### config.mk
export PLATFORM = sky130hd
export DESIGN_NAME = fbs_scan_sequencer
export DESIGN_NICKNAME = d
export VERILOG_FILES = /design/src/rtl/fbs_pkg.sv /design/src/rtl/fbs_cfg_shadow.sv /design/src/rtl/fbs_row_tracker.sv /design/src/rtl/fbs_addr_gen.sv /design/src/rtl/fbs_out_stage.sv /design/src/rtl/fbs_scan_sequencer.sv
export SDC_FILE = /design/constraint.sdc
export NUM_CORES = 1
export LEC_CHECK = 0
export BUFFER_PORTS_ARGS = -buffer_cell sky130_fd_sc_hd__buf_2
export CAP_MARGIN = 25
export CORE_ASPECT_RATIO = 0.5
export CORE_MARGIN = 1.5
export CORE_UTILIZATION = 55
export CTS_CLUSTER_SIZE = 24
export DETAILED_ROUTE_END_ITERATION = 6
export GPL_TIMING_DRIVEN = 0
export PLACE_DENSITY = 0.79
export SYNTH_ARGS = -nofsm -noshare
export SYNTH_HDL_FRONTEND = slang
export SYNTH_HIERARCHICAL = 1
export SYNTH_SLANG_ARGS = --single-unit
### constraint.sdc
create_clock -name clk -period 8.1 [get_ports clk]
set_clock_uncertainty 0.15 [all_clocks]
set_input_delay 1.62 -clock clk [delete_from_list [all_inputs] [get_ports clk]]
set_output_delay 1.62 -clock clk [all_outputs]
set_load 0.01 [all_outputs]
### src/rtl/fbs_pkg.sv
// Shared definitions for the frame buffer scan sequencer.
// Assumes the colour depth select is a 2-bit code.
package fbs_pkg;

    typedef enum logic [0:0] {
        ST_IDLE = 1'b0,
        ST_RUN  = 1'b1
    } scan_state_e;

    // Decode the depth select into bits per pixel (2 and 3 both mean 4).
    function automatic logic [2:0] bpp_bits(input logic [1:0] sel);
        logic [2:0] r;
        case (sel)
            2'd0:    r = 3'd1;
            2'd1:    r = 3'd2;
            default: r = 3'd4;
        endcase
        return r;
    endfunction

endpackage

### src/rtl/fbs_cfg_shadow.sv
// Configuration decode and frame shadow.
// Computes the row width in 16-bit units and the buffer size in 16-bit
// units from the live inputs, and holds the base address and row width
// for the frame in progress. Assumes load_i is raised only at a frame start.
module fbs_cfg_shadow #(
    parameter int ADDR_W = 20,
    parameter int LEN_W  = 6,
    parameter int SIZE_W = 15,
    localparam int HALF_W = LEN_W + 3,
    localparam int REM_W  = SIZE_W + 1
) (
    input  logic              clk,
    input  logic              rst_n,
    input  logic              load_i,
    input  logic              en_i,
    input  logic [ADDR_W-1:0] base_i,
    input  logic [LEN_W-1:0]  len_i,
    input  logic [1:0]        bpp_i,
    input  logic [SIZE_W-1:0] size_i,
    output logic              live_ok_o,
    output logic [REM_W-1:0]  sizeh_live_o,
    output logic [ADDR_W-1:0] base_q_o,
    output logic [HALF_W-1:0] rowh_q_o
);
    logic [LEN_W:0]    blocks;
    logic [HALF_W-1:0] rowh_live;

    // Row width in halfwords = blocks of 16 pixels times bits per pixel.
    always_comb begin
        if (len_i == '0) blocks = (LEN_W+1)'(2);
        else             blocks = {1'b0, len_i} + (LEN_W+1)'(1);
        rowh_live    = HALF_W'(blocks) * HALF_W'(fbs_pkg::bpp_bits(bpp_i));
        sizeh_live_o = {size_i, 1'b0};
        live_ok_o    = en_i && (sizeh_live_o >= REM_W'(rowh_live));
    end

    // Capture the configuration for the coming frame.
    always_ff @(posedge clk) begin
        if (!rst_n) begin
            base_q_o <= '0;
            rowh_q_o <= HALF_W'(2);
        end else if (load_i) begin
            base_q_o <= base_i;
            rowh_q_o <= rowh_live;
        end
    end
endmodule

### src/rtl/fbs_row_tracker.sv
// Row and frame tracker.
// Counts 16-bit units consumed in the current row and units left in the
// buffer, and flags the word that ends a row and the word that ends the
// last whole row of the frame. Assumes a row is at least two units wide.
module fbs_row_tracker #(
    parameter int HALF_W = 9,
    parameter int REM_W  = 16
) (
    input  logic              clk,
    input  logic              rst_n,
    input  logic              load_i,
    input  logic              step_i,
    input  logic [REM_W-1:0]  sizeh_i,
    input  logic [HALF_W-1:0] rowh_i,
    output logic              row_end_o,
    output logic              frame_end_o
);
    logic [HALF_W-1:0] pos_q;
    logic [REM_W-1:0]  rem_q;
    logic [HALF_W:0]   sum;
    logic [REM_W-1:0]  rem_after;

    // Decide whether the word being granted closes a row or the frame.
    always_comb begin
        sum         = {1'b0, pos_q} + (HALF_W+1)'(2);
        row_end_o   = sum >= {1'b0, rowh_i};
        rem_after   = rem_q - REM_W'(rowh_i);
        frame_end_o = row_end_o && (rem_after < REM_W'(rowh_i));
    end

    // Advance the row position and remaining size on each granted word.
    always_ff @(posedge clk) begin
        if (!rst_n) begin
            pos_q <= '0;
            rem_q <= '0;
        end else if (load_i) begin
            pos_q <= '0;
            rem_q <= sizeh_i;
        end else if (step_i) begin
            if (row_end_o) begin
                pos_q <= HALF_W'(sum - {1'b0, rowh_i});
                rem_q <= rem_after;
            end else begin
                pos_q <= HALF_W'(sum);
            end
        end
    end
endmodule

### src/rtl/fbs_addr_gen.sv
// Fetch address generator.
// Holds the current word address and a first-word-of-frame flag; loads
// the base at each frame start and steps one word per grant.
module fbs_addr_gen #(
    parameter int ADDR_W = 20
) (
    input  logic              clk,
    input  logic              rst_n,
    input  logic              load_i,
    input  logic              step_i,
    input  logic [ADDR_W-1:0] base_i,
    output logic [ADDR_W-1:0] addr_o,
    output logic              first_o
);
    // Address counter with modulo wrap and frame-start flag.
    always_ff @(posedge clk) begin
        if (!rst_n) begin
            addr_o  <= '0;
            first_o <= 1'b0;
        end else if (load_i) begin
            addr_o  <= base_i;
            first_o <= 1'b1;
        end else if (step_i) begin
            addr_o  <= addr_o + ADDR_W'(1);
            first_o <= 1'b0;
        end
    end
endmodule

### src/rtl/fbs_out_stage.sv
// Output register toward the pixel unpacker.
// Registers the granted word and its row and frame markers.
module fbs_out_stage #(
    parameter int DATA_W = 32
) (
    input  logic              clk,
    input  logic              rst_n,
    input  logic              take_i,
    input  logic [DATA_W-1:0] data_i,
    input  logic              line_i,
    input  logic              frame_i,
    output logic              valid_o,
    output logic [DATA_W-1:0] data_o,
    output logic              line_o,
    output logic              frame_o
);
    // Register strobes every cycle; data only on a take.
    always_ff @(posedge clk) begin
        if (!rst_n) begin
            valid_o <= 1'b0;
            line_o  <= 1'b0;
            frame_o <= 1'b0;
            data_o  <= '0;
        end else begin
            valid_o <= take_i;
            line_o  <= take_i && line_i;
            frame_o <= take_i && frame_i;
            if (take_i) data_o <= data_i;
        end
    end
endmodule

### src/rtl/fbs_scan_sequencer.sv
// Frame buffer scan sequencer, top level.
// Fetches a packed image from shared memory over a request/grant port and
// marks row and frame boundaries. Assumes mem_rdata is valid in the cycle
// mem_gnt is high, and that configuration is sampled only at frame starts.
module fbs_scan_sequencer #(
    parameter int ADDR_W = 20,
    parameter int DATA_W = 32,
    parameter int LEN_W  = 6,
    parameter int SIZE_W = 15
) (
    input  logic              clk,
    input  logic              rst_n,
    input  logic              cfg_enable,
    input  logic [ADDR_W-1:0] cfg_base,
    input  logic [LEN_W-1:0]  cfg_len_code,
    input  logic [1:0]        cfg_bpp_sel,
    input  logic [SIZE_W-1:0] cfg_size_words,
    output logic              mem_req,
    output logic [ADDR_W-1:0] mem_addr,
    input  logic              mem_gnt,
    input  logic [DATA_W-1:0] mem_rdata,
    output logic              pix_valid,
    output logic [DATA_W-1:0] pix_data,
    output logic              line_pulse,
    output logic              frame_pulse
);
    import fbs_pkg::*;

    localparam int HALF_W = LEN_W + 3;
    localparam int REM_W  = SIZE_W + 1;

    scan_state_e       state_q;
    logic              live_ok;
    logic [REM_W-1:0]  sizeh_live;
    logic [ADDR_W-1:0] base_q;
    logic [HALF_W-1:0] rowh_q;
    logic              take;
    logic              row_end;
    logic              frame_end;
    logic              frame_wrap;
    logic              cfg_load;
    logic              first_word;

    // Strobes for a granted word, a frame wrap and a configuration load.
    always_comb begin
        take       = (state_q == ST_RUN) && mem_gnt;
        frame_wrap = take && frame_end;
        cfg_load   = ((state_q == ST_IDLE) && live_ok) || frame_wrap;
        mem_req    = (state_q == ST_RUN);
    end

    // Run/idle control: start on a valid setup, re-check at every wrap.
    always_ff @(posedge clk) begin
        if (!rst_n)                                 state_q <= ST_IDLE;
        else if (state_q == ST_IDLE && live_ok)     state_q <= ST_RUN;
        else if (frame_wrap)                        state_q <= live_ok ? ST_RUN : ST_IDLE;
    end

    fbs_cfg_shadow #(.ADDR_W(ADDR_W), .LEN_W(LEN_W), .SIZE_W(SIZE_W)) u_cfg (
        .clk(clk), .rst_n(rst_n), .load_i(cfg_load), .en_i(cfg_enable),
        .base_i(cfg_base), .len_i(cfg_len_code), .bpp_i(cfg_bpp_sel),
        .size_i(cfg_size_words), .live_ok_o(live_ok), .sizeh_live_o(sizeh_live),
        .base_q_o(base_q), .rowh_q_o(rowh_q)
    );

    fbs_row_tracker #(.HALF_W(HALF_W), .REM_W(REM_W)) u_rows (
        .clk(clk), .rst_n(rst_n), .load_i(cfg_load), .step_i(take),
        .sizeh_i(sizeh_live), .rowh_i(rowh_q),
        .row_end_o(row_end), .frame_end_o(frame_end)
    );

    fbs_addr_gen #(.ADDR_W(ADDR_W)) u_addr (
        .clk(clk), .rst_n(rst_n), .load_i(cfg_load), .step_i(take),
        .base_i(cfg_base), .addr_o(mem_addr), .first_o(first_word)
    );

    fbs_out_stage #(.DATA_W(DATA_W)) u_out (
        .clk(clk), .rst_n(rst_n), .take_i(take), .data_i(mem_rdata),
        .line_i(row_end), .frame_i(first_word),
        .valid_o(pix_valid), .data_o(pix_data),
        .line_o(line_pulse), .frame_o(frame_pulse)
    );
endmodule

==> results of run 1 <==
## area by class of cell
type,count,area [sq um]
Buffer,47,303
Clock buffer,10,229
Clock inverter,6,72.6
Fill cell,943,3630
Inverter,43,161
Multi-Input combinational cell,573,4050
Sequential cell,91,1820
Tap cell,145,181
Timing Repair Buffer,134,671
## stage by stage
stage                     setup slack (ns)  power (mW)   util
after floorplan                       1.16       0.854      -
after global placement              0.0783       0.968  0.646
after detailed placement             0.192       0.980  0.647
after CTS                            0.526        1.41  0.674
after global routing               0.00726        1.49  0.674
final                                0.496        1.40  0.674
## cell usage in the layout, fill, tap and decap left out, types with 5 or more instances in the layout
master / n
a211oi_1: 8
a21o_1: 8
a21oi_1: 49
a31oi_1: 6
and2_1: 5
and3_1: 12
buf_2: 139
buf_4: 17
clkbuf_1: 20
clkbuf_16: 9
dfxtp_1: 91
fa_1: 8
ha_1: 47
inv_1: 38
mux2i_1: 46
nand2_1: 41
nand2b_1: 13
nand3_1: 32
nand4_1: 14
nor2_1: 44
nor2b_1: 38
nor3_1: 18
nor4_1: 15
o21a_1: 8
o21ai_0: 43
o31ai_1: 6
or3_1: 5
xnor2_1: 26
xor2_1: 11
## critical path, delay by kind of cell
kind,cells,cell delay (ns)
adders and majority gates,5,1.61
and+or+nand+nor,6,1.22
buffers and inverters,7,1.41
AOI/OAI and AO/OA,7,1.76
## routing by layer
layer / GRT usage / vias to the layer above / wire length (um)
met1: 0.339 / 2752 / 7100
li1: - / 2989 / -
met2: 0.484 / 231 / 7590
met3: 0.0486 / 19 / 1180
met4: 0.0567 / 0 / 149
met5: 0 / - / 0
## power groups by stage
stage	clock network (mW)	registers, mW	logic [mW]
floorplan	0	0.519	0.335
global placement	0	0.516	0.452
CTS	0.435	0.507	0.468
finish	0.423	0.508	0.474
global route	0.451	0.513	0.529
detailed placement	0	0.517	0.462
## state kept, by name, indices dropped and copies added, names as in the netlist
signal / cells
mem_req: 1
u_addr/addr_o: 20
u_addr/first_o: 1
u_cfg/rowh_q_o: 9
u_out/data_o: 32
u_out/frame_o: 1
u_out/line_o: 1
u_out/valid_o: 1
u_rows/pos_q: 9
u_rows/rem_q: 16
## final timing paths
| kind | cells after the start | slack (ns) | from | end |
|---|---|---|---|---|
| worst max register to register | 19 | 2.63 | u_cfg/rowh_q_o[0] | u_addr/addr_o[15] |
| worst min register to register | 2 | 0.32 | u_cfg/rowh_q_o[6] | u_cfg/rowh_q_o[6] |
| worst max-delay path | 25 | 0.50 | cfg_len_code[0] | u_addr/addr_o[15] |
| worst min-delay path | 2 | 0.32 | u_cfg/rowh_q_o[6] | u_cfg/rowh_q_o[6] |
==> key figures, run 1 <==
Outcome
  • Status: complete, no violations

Final layout
  • Ratio of cells with drive above 1 in the final layout: 0.208
  • Diodes inserted: 0
  • Non-Filler Instances: 1049
  • Synth-to-Final Area Change: 18.2%
  • Final Instance Area: about 7500 sq um
  • Nets: 1033

Clock tree
  • Gates resized, CTS repair: 0
  • Worst skew pair latency: approximately 0.33 ns
  • CTS tree: yes
  • Clk sinks: between 90 and 100
  • Clock-pin slew on the worst setup and hold paths: 0.07 ns
  • Post-CTS Setup Bufs: 0
  • Hold buffer count at CTS: 0
  • Clock root cell: clkbuf_16
  • Worst-case clock buffer depth: 2
  • Htree depth: 3
  • CTS Buf Count: 9

Global route
  • GRT Overall Usage: 0.268
  • Vias in the first global route: around 5700
  • First-pass GRT wire length: ~27000 um
  • Initial antenna violation count: 0
  • Pin count of the biggest net entering global routing: 29
  • Global route overflow: 0

Timing
  • Worst slew pin tran: 0.655 ns
  • Final Cycle Share: 0.939
  • Final max-slew violation count: 0
  • Unrepaired setup endpoints after global routing: false
  • Final setup violation count: 0
  • Setup TNS: 0 ns
  • Worst rel slew slack: 0.558
  • WHS: 0.322 ns
  • Max Clk Rate: 132 MHz
  • Min Tclk post-route: 7.60 ns
  • Final Hold Vio Count: 0

Setup path
  • Critical path arrival: 7.65 ns
  • Crit Path Max Fanout: 10
  • Kind of critical path: in -> reg
  • WP data required: roughly 8.2 ns
  • Critical Path Most Common Cell: ha_1
  • Worst Setup Start Kind: input port
  • Worst-path cell with the longest stage delay: or4b_1
  • Critical Path End Type: flip-flop
  • Slowest Stage Delay on Critical Path: around 0.49 ns

Yosys
  • Cell count after synthesis: 754
  • Mapped Area: between 6000 and 7000 sq um
  • Syn Nets: 888
  • Synthesis Warnings: 6
  • Syn Area/Cell: 8.40 sq um

Placement
  • GP Congestion: ~0.90
  • Inst Count DP: 1033
  • DP HPWL: about 12000 um
  • # port buffers: 133
  • Post-placement cell area: 7190 sq um

Floorplanning
  • Num rows: 27
  • Die X: 155 um
  • Core Area: 11100 sq um
  • Starting Density: 0.570
  • Die Area: 12200 sq um
  • Die Y-Extent: between 70 and 80 um
  • Number of I/O pins: 135

Drt
  • Drt first pass iters: 7
  • DRC viols: 0
  • Detail Route Antenna Nets: 0
  • Drt initial violations: 419
  • Final Routed Wirelength: 16000 um
  • DR vias: 5991
  • DR WL/cell: 15.3 um
  • Vias per Instance: 5.71

Power and ir drop
  • Static Leak: ~3.3 nW
  • Switching share of power: 0.341
  • Peak supply drop: 0.112 mV
  • Internal: around 0.93 mW
  • Psw: 0.479 mW
  • Clock group share of total power: 0.301
  • Sequential Power Share: 0.362
  • Pwr/cell area: 188 nW/um^2
  • Combinational share of power: 0.337

Hold path
  • Hold WC Path Type: reg -> reg

Flow run
  • Max-cap violations: 0
(Power assumes the default switching activity.)
==> inputs of run 2 (changes only) <==
--- a/config.mk
+++ b/config.mk
@@ -5,6 +5,8 @@
 export SDC_FILE = /design/constraint.sdc
 export NUM_CORES = 1
 export LEC_CHECK = 0
+export ABC_AREA = 1
+export ABC_CLOCK_PERIOD_IN_PS = 8100
 export BUFFER_PORTS_ARGS = -buffer_cell sky130_fd_sc_hd__buf_2
 export CAP_MARGIN = 25
 export CORE_ASPECT_RATIO = 0.5
==> run 2 against run 1 <==
Compared with the run above:
- clock power rose by 1%
- core utilization rose by 0.17 points
- clock-buffer cell count fell by 1
- flip-flop and latch count did not move
- register-to-register slack improved by 0.98 ns
- die area rose by 10%
- wire length rose by 10%
- final cell count rose by 33%
==> key figures, run 2 <==
Final layout
  • Most flops, register: u_out/data_o
  • Max FFs per register: 32 (unchanged)
  • Synth-to-Final Area Change: 16.8%
  • Fin util: 0.675 (+0.00171)
  • Regs by FF count: u_out/data_o (32), u_addr/addr_o (20), u_rows/rem_q (16)
  • Most common cell after layout, fill and taps aside: nand2_1
  • Ratio of cells with drive above 1 in the final layout: 0.201 (-0.00731)
  • Most frequent cells in the layout: nand2_1, inv_1, buf_2, nor2_1, dfxtp_1
  • Filler Cell Count: 1111 (+18%)
  • Diodes inserted: 0 (unchanged)
  • Nets: 1356 (+31%)

Clock tree
  • CTS tree: yes
  • Clock root cell: clkbuf_16
  • Hold buffer count at CTS: 0 (unchanged)
  • Gates resized, CTS repair: 0 (unchanged)
  • Worst-case clock buffer depth: 2 (unchanged)
  • Worst skew pair latency: 0.35 ns (+0.02 ns)
  • CTS Buf Count: 9 (unchanged)
  • Htree depth: 3 (unchanged)
  • Clock-pin slew on the worst setup and hold paths: 0.07 ns (about the same)
  • Post-CTS Setup Bufs: 0 (unchanged)
  • Clk sinks: 91 (unchanged)

Timing
  • Final setup violation count: 0 (unchanged)
  • Worst rel slew slack: 0.520 (-0.0373)
  • Min Tclk post-route: 6.42 ns (-1.18 ns)
  • Final max-slew violation count: 0 (unchanged)
  • Unrepaired setup endpoints after global routing: false
  • Setup TNS: 0 ns (unchanged)
  • Final Hold Vio Count: 0 (unchanged)
  • Worst slew pin tran: 0.720 ns (+0.0645 ns)
  • Max Clk Rate: 156 MHz (+18%)
  • Final Cycle Share: 0.793 (-0.146)

Global route
  • GRT Overall Usage: 0.268 (about the same)
  • First-pass GRT wire length: 28700 um (+7.3%)
  • Vias in the first global route: 6331 (+11%)
  • Initial antenna violation count: 0 (unchanged)
  • Pin count of the biggest net entering global routing: 17 (-41%)
  • Global route overflow: 0 (unchanged)

Setup path
  • WP data required: 8.23 ns (+0.08 ns)
  • Worst Setup Start Kind: input port
  • Crit Path Max Fanout: 10 (unchanged)
  • Critical path arrival: 6.55 ns (-1.10 ns)
  • Critical Path End Type: flip-flop
  • Kind of critical path: in -> reg

Drt
  • DR WL/cell: 12.7 um (-17%)
  • DRC viols: 0 (unchanged)
  • Vias per Instance: 5.05 (-12%)
  • Drt first pass iters: 5 (-2)
  • Final Routed Wirelength: 17600 um (+10%)
  • Detail Route Antenna Nets: 0 (unchanged)
  • Drt initial violations: 569 (+36%)
  • DR vias: 7021 (+17%)

Placement
  • GP Congestion: 0.896 (-0.16%)
  • # port buffers: 134 (+0.75%)
  • DP HPWL: 14100 um (+13%)

Power and ir drop
  • Static Leak: 4.44 nW (+36%)
  • Pwr/cell area: 196 nW/um^2 (+4.3%)
  • Peak supply drop: 0.129 mV (+15%)
  • Total power: 1.60 mW (+14%)

Outcome
  • Status: complete, no violations

Yosys
  • Syn Area/Cell: 6.49 sq um (-23%)
  • Synthesis Warnings: 6 (unchanged)
  • Mapped Area: 6990 sq um (+10%)
  • Cell count after synthesis: 1077 (+43%)
  • Syn Nets: 1211 (+36%)

Floorplanning
  • Starting Density: 0.578 (+0.00819)
  • Num rows: 28 (+3.7%)
  • Number of I/O pins: 135 (unchanged)
  • Core Area: 12100 sq um (+8.7%)
  • Die Area: 13400 sq um (+10%)
  • Die Y-Extent: 82.7 um (+4.8%)
  • Die X: 162 um (+4.9%)

Flow run
  • Max-cap violations: 0 (unchanged)

Hold path
  • Hold WC Path Type: reg -> reg
[run 2: path summary, 6_finish.rpt]
| path | slack, ns | cells past startpoint | from | to |
|---|---|---|---|---|
| setup / recovery | 1.68 | 28 | cfg_len_code[0] | u_rows/rem_q[11] |
| hold / removal | 0.28 | 2 | u_addr/first_o | u_out/frame_o |
| setup reg to reg | 3.61 | 26 | u_rows/pos_q[3] | u_rows/rem_q[11] |
| hold reg to reg | 0.28 | 2 | u_addr/first_o | u_out/frame_o |
[run 2: metrics by stage]
stage               area [sq um]  instances  hold WS (ns)  worst slack (ns)
floorplan                   6990       1077         0.255              2.36
global placement            7870       1376         0.273              1.46
detailed placement          7870       1376         0.270              1.38
CTS                         8160       1391         0.281              1.76
global route                8160       1391         0.300              1.29
finish                      8160       1391         0.280              1.68
[run 2: worst max-delay path, stage by stage]
cell,delay [ns]
buf_2,0.10
ha_1,0.20
nand2_2,0.08
nor2_4,0.10
xor2_1,0.24
nand2_1,0.10
fa_1,0.49
inv_1,0.04
ha_1,0.35
a21o_1,0.19
a31oi_1,0.17
xor2_1,0.22
ha_1,0.28
a21oi_1,0.15
nor2_1,0.06
a211oi_1,0.17
nand2_1,0.09
nand2_1,0.06
a21oi_1,0.14
nand2_1,0.10
nand2_1,0.15
buf_2,0.23
inv_1,0.20
clkbuf_1,0.47
nand3_1,0.24
nand2_1,0.12
nand2_2,0.06
a21oi_2,0.10
[run 2: power breakdown]
part	internal, mW	leakage [nW]	switching (mW)
combinational	0.250	3.55	0.402
sequential	0.485	0.747	0.0316
clock	0.241	0.140	0.187
[run 2: layout make-up]
type                       instances  area (sq um)  share of cell area
buffer                            48           338              0.0414
clock buffer                       9           225              0.0276
clock inverter                     6          73.8             0.00904
inverter                         164           616              0.0754
multi-input combinational        774          4210               0.516
sequential                        91          1820               0.223
tap                              165           206              0.0253
timing repair buffer             134           671              0.0821
[run 2: metal layers]
layer | GRT usage | vias up | wire length (um)
li1 | - | 3646 | -
met1 | 0.330 | 3089 | 8040
met2 | 0.486 | 257 | 8000
met3 | 0.0504 | 29 | 1290
met4 | 0.0807 | 0 | 299
met5 | 0 | - | 0
